[config.mk]
export PLATFORM = sky130hd
export DESIGN_NAME = async_tx_queue
export DESIGN_NICKNAME = d
export VERILOG_FILES = /design/src/rtl/async_txq_pkg.sv /design/src/rtl/txq_stage.sv /design/src/rtl/txq_store.sv /design/src/rtl/txq_flags.sv /design/src/rtl/async_tx_queue.sv
export SDC_FILE = /design/constraint.sdc
export NUM_CORES = 1
export LEC_CHECK = 0
export BUFFER_PORTS_ARGS = -buffer_cell sky130_fd_sc_hd__buf_4
export CAP_MARGIN = 20
export CORE_ASPECT_RATIO = 1.4
export CORE_MARGIN = 2
export CORE_UTILIZATION = 58
export CTS_BUF_LIST = sky130_fd_sc_hd__clkbuf_4 sky130_fd_sc_hd__clkbuf_8 sky130_fd_sc_hd__clkbuf_16
export CTS_CLUSTER_SIZE = 30
export DETAILED_ROUTE_END_ITERATION = 8
export PLACE_DENSITY_LB_ADDON = 0.12
export SYNTH_ARGS = -nofsm -noshare
export SYNTH_HDL_FRONTEND = slang
export SYNTH_HIERARCHICAL = 1
export SYNTH_SLANG_ARGS = --single-unit
[constraint.sdc]
create_clock -name clk_i -period 5.3 [get_ports clk_i]
set_input_delay 0.265 -clock clk_i [delete_from_list [all_inputs] [get_ports clk_i]]
set_output_delay 0.265 -clock clk_i [all_outputs]
set_load 0.005 [all_outputs]
[src/rtl/async_txq_pkg.sv]
package async_txq_pkg;
  localparam int unsigned QUAD_W = 32;

  typedef struct packed {
    logic              last;
    logic [QUAD_W-1:0] data;
  } txq_entry_t;
endpackage

[src/rtl/txq_stage.sv]
module txq_stage
  import async_txq_pkg::*;
#(
  parameter int unsigned DEPTH = 32,
  localparam int unsigned CNT_W = $clog2(DEPTH + 1)
) (
  input  logic              clk_i,
  input  logic              rst_ni,
  input  logic              next_we_i,
  input  logic [QUAD_W-1:0] next_data_i,
  input  logic              last_we_i,
  input  logic [QUAD_W-1:0] last_data_i,
  input  logic              err_clr_i,
  input  logic [CNT_W-1:0]  used_i,
  output logic              stage_v_o,
  output txq_entry_t        stage_q_o,
  output logic              wr_err_o
);
  logic any_we, collide, room, accept;

  assign any_we  = next_we_i | last_we_i;
  assign collide = next_we_i & last_we_i;
  assign room    = used_i < CNT_W'(DEPTH);
  assign accept  = any_we & ~collide & room;

  always_ff @(posedge clk_i or negedge rst_ni) begin
    if (!rst_ni) begin
      stage_v_o <= 1'b0;
      stage_q_o <= '0;
    end else begin
      stage_v_o <= accept;
      if (accept) begin
        stage_q_o.last <= last_we_i;
        stage_q_o.data <= last_we_i ? last_data_i : next_data_i;
      end
    end
  end

  // new error wins over host clear
  always_ff @(posedge clk_i or negedge rst_ni) begin
    if (!rst_ni)               wr_err_o <= 1'b0;
    else if (any_we && !accept) wr_err_o <= 1'b1;
    else if (err_clr_i)        wr_err_o <= 1'b0;
  end
endmodule

[src/rtl/txq_store.sv]
module txq_store
  import async_txq_pkg::*;
#(
  parameter int unsigned DEPTH = 32,
  localparam int unsigned CNT_W = $clog2(DEPTH + 1),
  localparam int unsigned AW    = (DEPTH > 1) ? $clog2(DEPTH) : 1
) (
  input  logic             clk_i,
  input  logic             rst_ni,
  input  logic             push_i,
  input  txq_entry_t       push_entry_i,
  input  logic             pop_req_i,
  output txq_entry_t       head_o,
  output logic [CNT_W-1:0] count_o,
  output logic             pkt_avail_o
);
  txq_entry_t       mem [DEPTH];
  logic [AW-1:0]    wr_ptr, rd_ptr;
  logic [CNT_W-1:0] pkt_cnt;
  logic             pop, push_last, pop_last;

  function automatic logic [AW-1:0] ptr_inc(input logic [AW-1:0] p);
    return (p == AW'(DEPTH - 1)) ? '0 : p + 1'b1;
  endfunction

  assign pkt_avail_o = pkt_cnt != '0;
  assign pop         = pop_req_i & pkt_avail_o;
  assign head_o      = mem[rd_ptr];
  assign push_last   = push_i & push_entry_i.last;
  assign pop_last    = pop & head_o.last;

  always_ff @(posedge clk_i) begin
    if (push_i) mem[wr_ptr] <= push_entry_i;
  end

  always_ff @(posedge clk_i or negedge rst_ni) begin
    if (!rst_ni) begin
      wr_ptr  <= '0;
      rd_ptr  <= '0;
      count_o <= '0;
      pkt_cnt <= '0;
    end else begin
      if (push_i) wr_ptr <= ptr_inc(wr_ptr);
      if (pop)    rd_ptr <= ptr_inc(rd_ptr);
      count_o <= count_o + CNT_W'(push_i) - CNT_W'(pop);
      pkt_cnt <= pkt_cnt + CNT_W'(push_last) - CNT_W'(pop_last);
    end
  end
endmodule

[src/rtl/txq_flags.sv]
module txq_flags #(
  parameter int unsigned DEPTH = 32,
  localparam int unsigned CNT_W = $clog2(DEPTH + 1)
) (
  input  logic [CNT_W-1:0] used_i,
  output logic             full_o,
  output logic             almost_full_o,
  output logic             five_free_o,
  output logic             empty_o
);
  logic [CNT_W-1:0] free;

  assign free          = CNT_W'(DEPTH) - used_i;
  assign full_o        = free == '0;
  assign almost_full_o = free == CNT_W'(1);
  assign empty_o       = used_i == '0;

  generate
    if (DEPTH >= 5) begin : g_five
      assign five_free_o = free >= CNT_W'(5);
    end else begin : g_small
      assign five_free_o = 1'b0;
    end
  endgenerate
endmodule

[src/rtl/async_tx_queue.sv]
module async_tx_queue
  import async_txq_pkg::*;
#(
  parameter int unsigned DEPTH = 32,
  localparam int unsigned CNT_W = $clog2(DEPTH + 1)
) (
  input  logic        clk_i,
  input  logic        rst_ni,
  input  logic        next_we_i,
  input  logic [31:0] next_data_i,
  input  logic        last_we_i,
  input  logic [31:0] last_data_i,
  input  logic        err_clr_i,
  output logic        full_o,
  output logic        almost_full_o,
  output logic        five_free_o,
  output logic        empty_o,
  output logic        written_o,
  output logic        wr_err_o,
  output logic        pkt_avail_o,
  input  logic        rd_i,
  output logic [31:0] rd_data_o,
  output logic        rd_last_o
);
  logic             stage_v;
  txq_entry_t       stage_q, head;
  logic [CNT_W-1:0] count, used;

  assign used      = count + CNT_W'(stage_v);
  assign written_o = ~stage_v;
  assign rd_data_o = head.data;
  assign rd_last_o = head.last;

  txq_stage #(.DEPTH(DEPTH)) u_stage (
    .clk_i       (clk_i),
    .rst_ni      (rst_ni),
    .next_we_i   (next_we_i),
    .next_data_i (next_data_i),
    .last_we_i   (last_we_i),
    .last_data_i (last_data_i),
    .err_clr_i   (err_clr_i),
    .used_i      (used),
    .stage_v_o   (stage_v),
    .stage_q_o   (stage_q),
    .wr_err_o    (wr_err_o)
  );

  txq_store #(.DEPTH(DEPTH)) u_store (
    .clk_i        (clk_i),
    .rst_ni       (rst_ni),
    .push_i       (stage_v),
    .push_entry_i (stage_q),
    .pop_req_i    (rd_i),
    .head_o       (head),
    .count_o      (count),
    .pkt_avail_o  (pkt_avail_o)
  );

  txq_flags #(.DEPTH(DEPTH)) u_flags (
    .used_i        (used),
    .full_o        (full_o),
    .almost_full_o (almost_full_o),
    .five_free_o   (five_free_o),
    .empty_o       (empty_o)
  );
endmodule

==> flow_summary.json <==
{
  "fp.dieH_um": 330,
  "critical_path.endpoint": "rd_data_o[18]",
  "coreArea_mm2": 0.0753,
  "rsz0062_at_grt": "no",
  "dieArea_mm2": 0.0784,
  "cp.arrival_ns": 3.91,
  "grt_pass1_vias": 22900,
  "crit_start": "u_store/rd_ptr[2]",
  "dpl_cell_area_mm2": 0.0463,
  "synth.most_common_cell": "edfxtp_1",
  "dieWidth_um": 237,
  "worst_setup_path_start_kind": "flop",
  "worstPathMaxFanout": 64,
  "hold_viol": 0,
  "synth_cells": 2284,
  "grt_start_max_net_pins": 145,
  "status": "complete, no violations",
  "maxSlewViolCount": 0,
  "rows": 119,
  "cts_setup_buffers": 0,
  "leakagePower_nw": 17.2,
  "fin_nets": 2610,
  "period_needed_ns": 4.18,
  "drt-initial-drc-count": 2437,
  "async_flop_share": 0.0512,
  "path_class": "flop to output port",
  "antenna_found_initial": 1,
  "hold_slack_ns": 0.141,
  "cts_max_path_buffers": 3,
  "ys_warn_count": 6,
  "cts_tree": "yes",
  "fin_crit_sh": 0.788,
  "fmax_ghz": 0.239,
  "cts_htree_levels": 3,
  "ff2ff_setup_slack_ns": 1.58,
  "r2r-end": "u_store/pkt_cnt[4]",
  "ioPinCount": 110,
  "synth-edff-count": 1056,
  "yosys.area.top_type": "edfxtp_1",
  "ys_seq_area_frac": 0.751,
  "r2r_start": "u_store/rd_ptr[2]",
  "max-cap-violations": 0,
  "drive_above_1_share": 0.254,
  "synth_cell_types": 51,
  "path_clk_slew_ns": 0.07,
  "place_hpwl_um": 57100,
  "syn_to_final_growth_pct": 14.4,
  "port_buffers": 109,
  "place_congestion": 0.784,
  "hp-class": "primary input to flop",
  "p_per_area_mw_per_mm2": 533,
  "ir_drop_mv": 0.461,
  "drc": 0,
  "final_area_mm2": 0.0505,
  "diodes": 0,
  "cp-end-kind": "output port",
  "fin_skew_ns": 0.0230,
  "vias_per_cell": 6.33,
  "critical_path_required_ns": 5.04,
  "fin_tns_setup_ns": 0,
  "syn-num-nets": 2380,
  "initial_core_util": 0.586,
  "cts_sinks": 1113,
  "postSynthRegisterBits": 1113,
  "firstDrtPassIters": 5,
  "overflow": 0,
  "ant_nets": 0,
  "synthTopCellsByArea": "edfxtp_1 72%, mux4_2 6.6%, mux2i_1 6.2%",
  "ff2ff_path_depth": 14,
  "clk_latency_ns": 0.68,
  "synthesis.area_mm2": 0.0441,
  "syn_avg_cell_area_um2": 19.3,
  "grt_pass1_wl_um": 151000,
  "tightestPinTransition_ns": 1.25,
  "grt_use_total": 0.269,
  "synth_commonest_cells": "1056 x edfxtp_1, 273 x mux2i_1, 130 x mux4_2",
  "slew_headroom": 0.164,
  "vias": 22600,
  "setup_viol": 0,
  "wl_per_cell_um": 29.1,
  "synth.top_cell.area_share": 0.718,
  "cts_buffers": 100,
  "routed_wl_um": 104000,
  "ys.flop_type": "edfxtp_1",
  "clockRootBuffer": "clkbuf_16"
}
-- cells in the final DEF (no fill, tap or decap), types with 7 or more instances in the layout --
cell type	n
nand3_1	69
edfxtp_1	1056
mux4_2	130
mux2_2	74
o21ai_0	9
mux2_4	56
buf_16	11
ha_1	24
clkbuf_4	20
nor3_2	12
xor2_1	7
a21oi_1	38
nand2_1	113
a22oi_1	100
dlygate4sd3_1	67
clkinv_1	21
dfrtp_1	54
clkbuf_16	102
nand4_1	32
nor2_4	23
inv_1	30
mux2i_1	273
buf_4	168
clkinv_2	27
-- worst max-delay path: stages (launching register included) --
cell     delay [ns]
dfrtp_4        0.52
buf_4          0.67
nor2b_4        0.30
buf_4          0.85
a22oi_1        0.22
nand3_1        0.14
nand4_1        0.25
buf_4          0.23
-- metrics by stage --
step | setup WS (ns) | util | cells | total power [mW]
5_1_grt | 0.932 | 0.671 | 3567 | 28.0
6_report | 1.12 | 0.671 | 3567 | 26.9
2_1_floorplan | 1.60 | - | 2284 | 16.9
4_1_cts | 1.05 | 0.666 | 3554 | 26.8
3_5_place_dp | 1.69 | 0.614 | 3300 | 19.7
3_3_place_gp | 1.80 | 0.614 | 3300 | 19.5
-- power by group --
part	internal, mW	leakage (nW)	switching (mW)
registers	11.4	10.2	1.12
clock network	3.98	1.63	3.09
logic	3.24	5.38	4.05
-- worst min-delay path by stage --
stage | start | end | slack [ns] | cells past startpoint
after global placement | rst_ni | u_stage/stage_q_o[21] | 0.40 | 1
after floorplan | rst_ni | u_stage/stage_q_o[0] | -0.03 | 0
final | rd_i | u_store/rd_ptr[1] | 0.14 | 4
after global routing | rd_i | u_store/rd_ptr[1] | 0.16 | 4
after detailed placement | rst_ni | u_stage/stage_q_o[21] | 0.41 | 1
after CTS | rd_i | u_store/rd_ptr[1] | 0.1 | 4
-- kinds of logic (layout without fill, tap and decap cells) --
logic type      after synthesis  count (layout)  synth area share
compound gates              164             164            0.0253
xor+xnor                     11              11           0.00218
fa+ha+maj                    26              26           0.00771
buf+inv                     152             467            0.0170
flops                      1113            1113             0.751
mux                         533             533             0.166
simple gates                285             285            0.0309
-- metal layers --
| metal | routed length [um] | vias to the layer above | GRT usage |
|---|---|---|---|
| li1 | - | 9636 | - |
| met1 | 41200 | 11900 | 0.367 |
| met2 | 52500 | 878 | 0.457 |
| met3 | 7240 | 165 | 0.0356 |
| met4 | 2710 | 2 | 0.0859 |
| met5 | 13 | - | 0 |
-- registers in the layout (all words and copies together), names as in the netlist --
name,flops
u_stage/stage_q_o,33
u_stage/stage_v_o,1
u_stage/wr_err_o,1
u_store/count_o,6
u_store/mem,1056
u_store/pkt_cnt,6
u_store/rd_ptr,5
u_store/wr_ptr,5
-- cell type report --
class	count	area, um2
clock buffers	126	2760
flip-flops and latches	1113	33100
fillers	4895	24800
well taps	968	1210
repair buffers	250	2310
multi-input cells	1019	10500
clock inverters	61	460
inverters	30	113
-- what timing repair did --
item                                   4_1_cts  5_1_grt
endpoints found under the hold margin       90        0
hold buffers                                67        0
gates resized for setup                      0        0
Power figures use the tool's default switching activity.
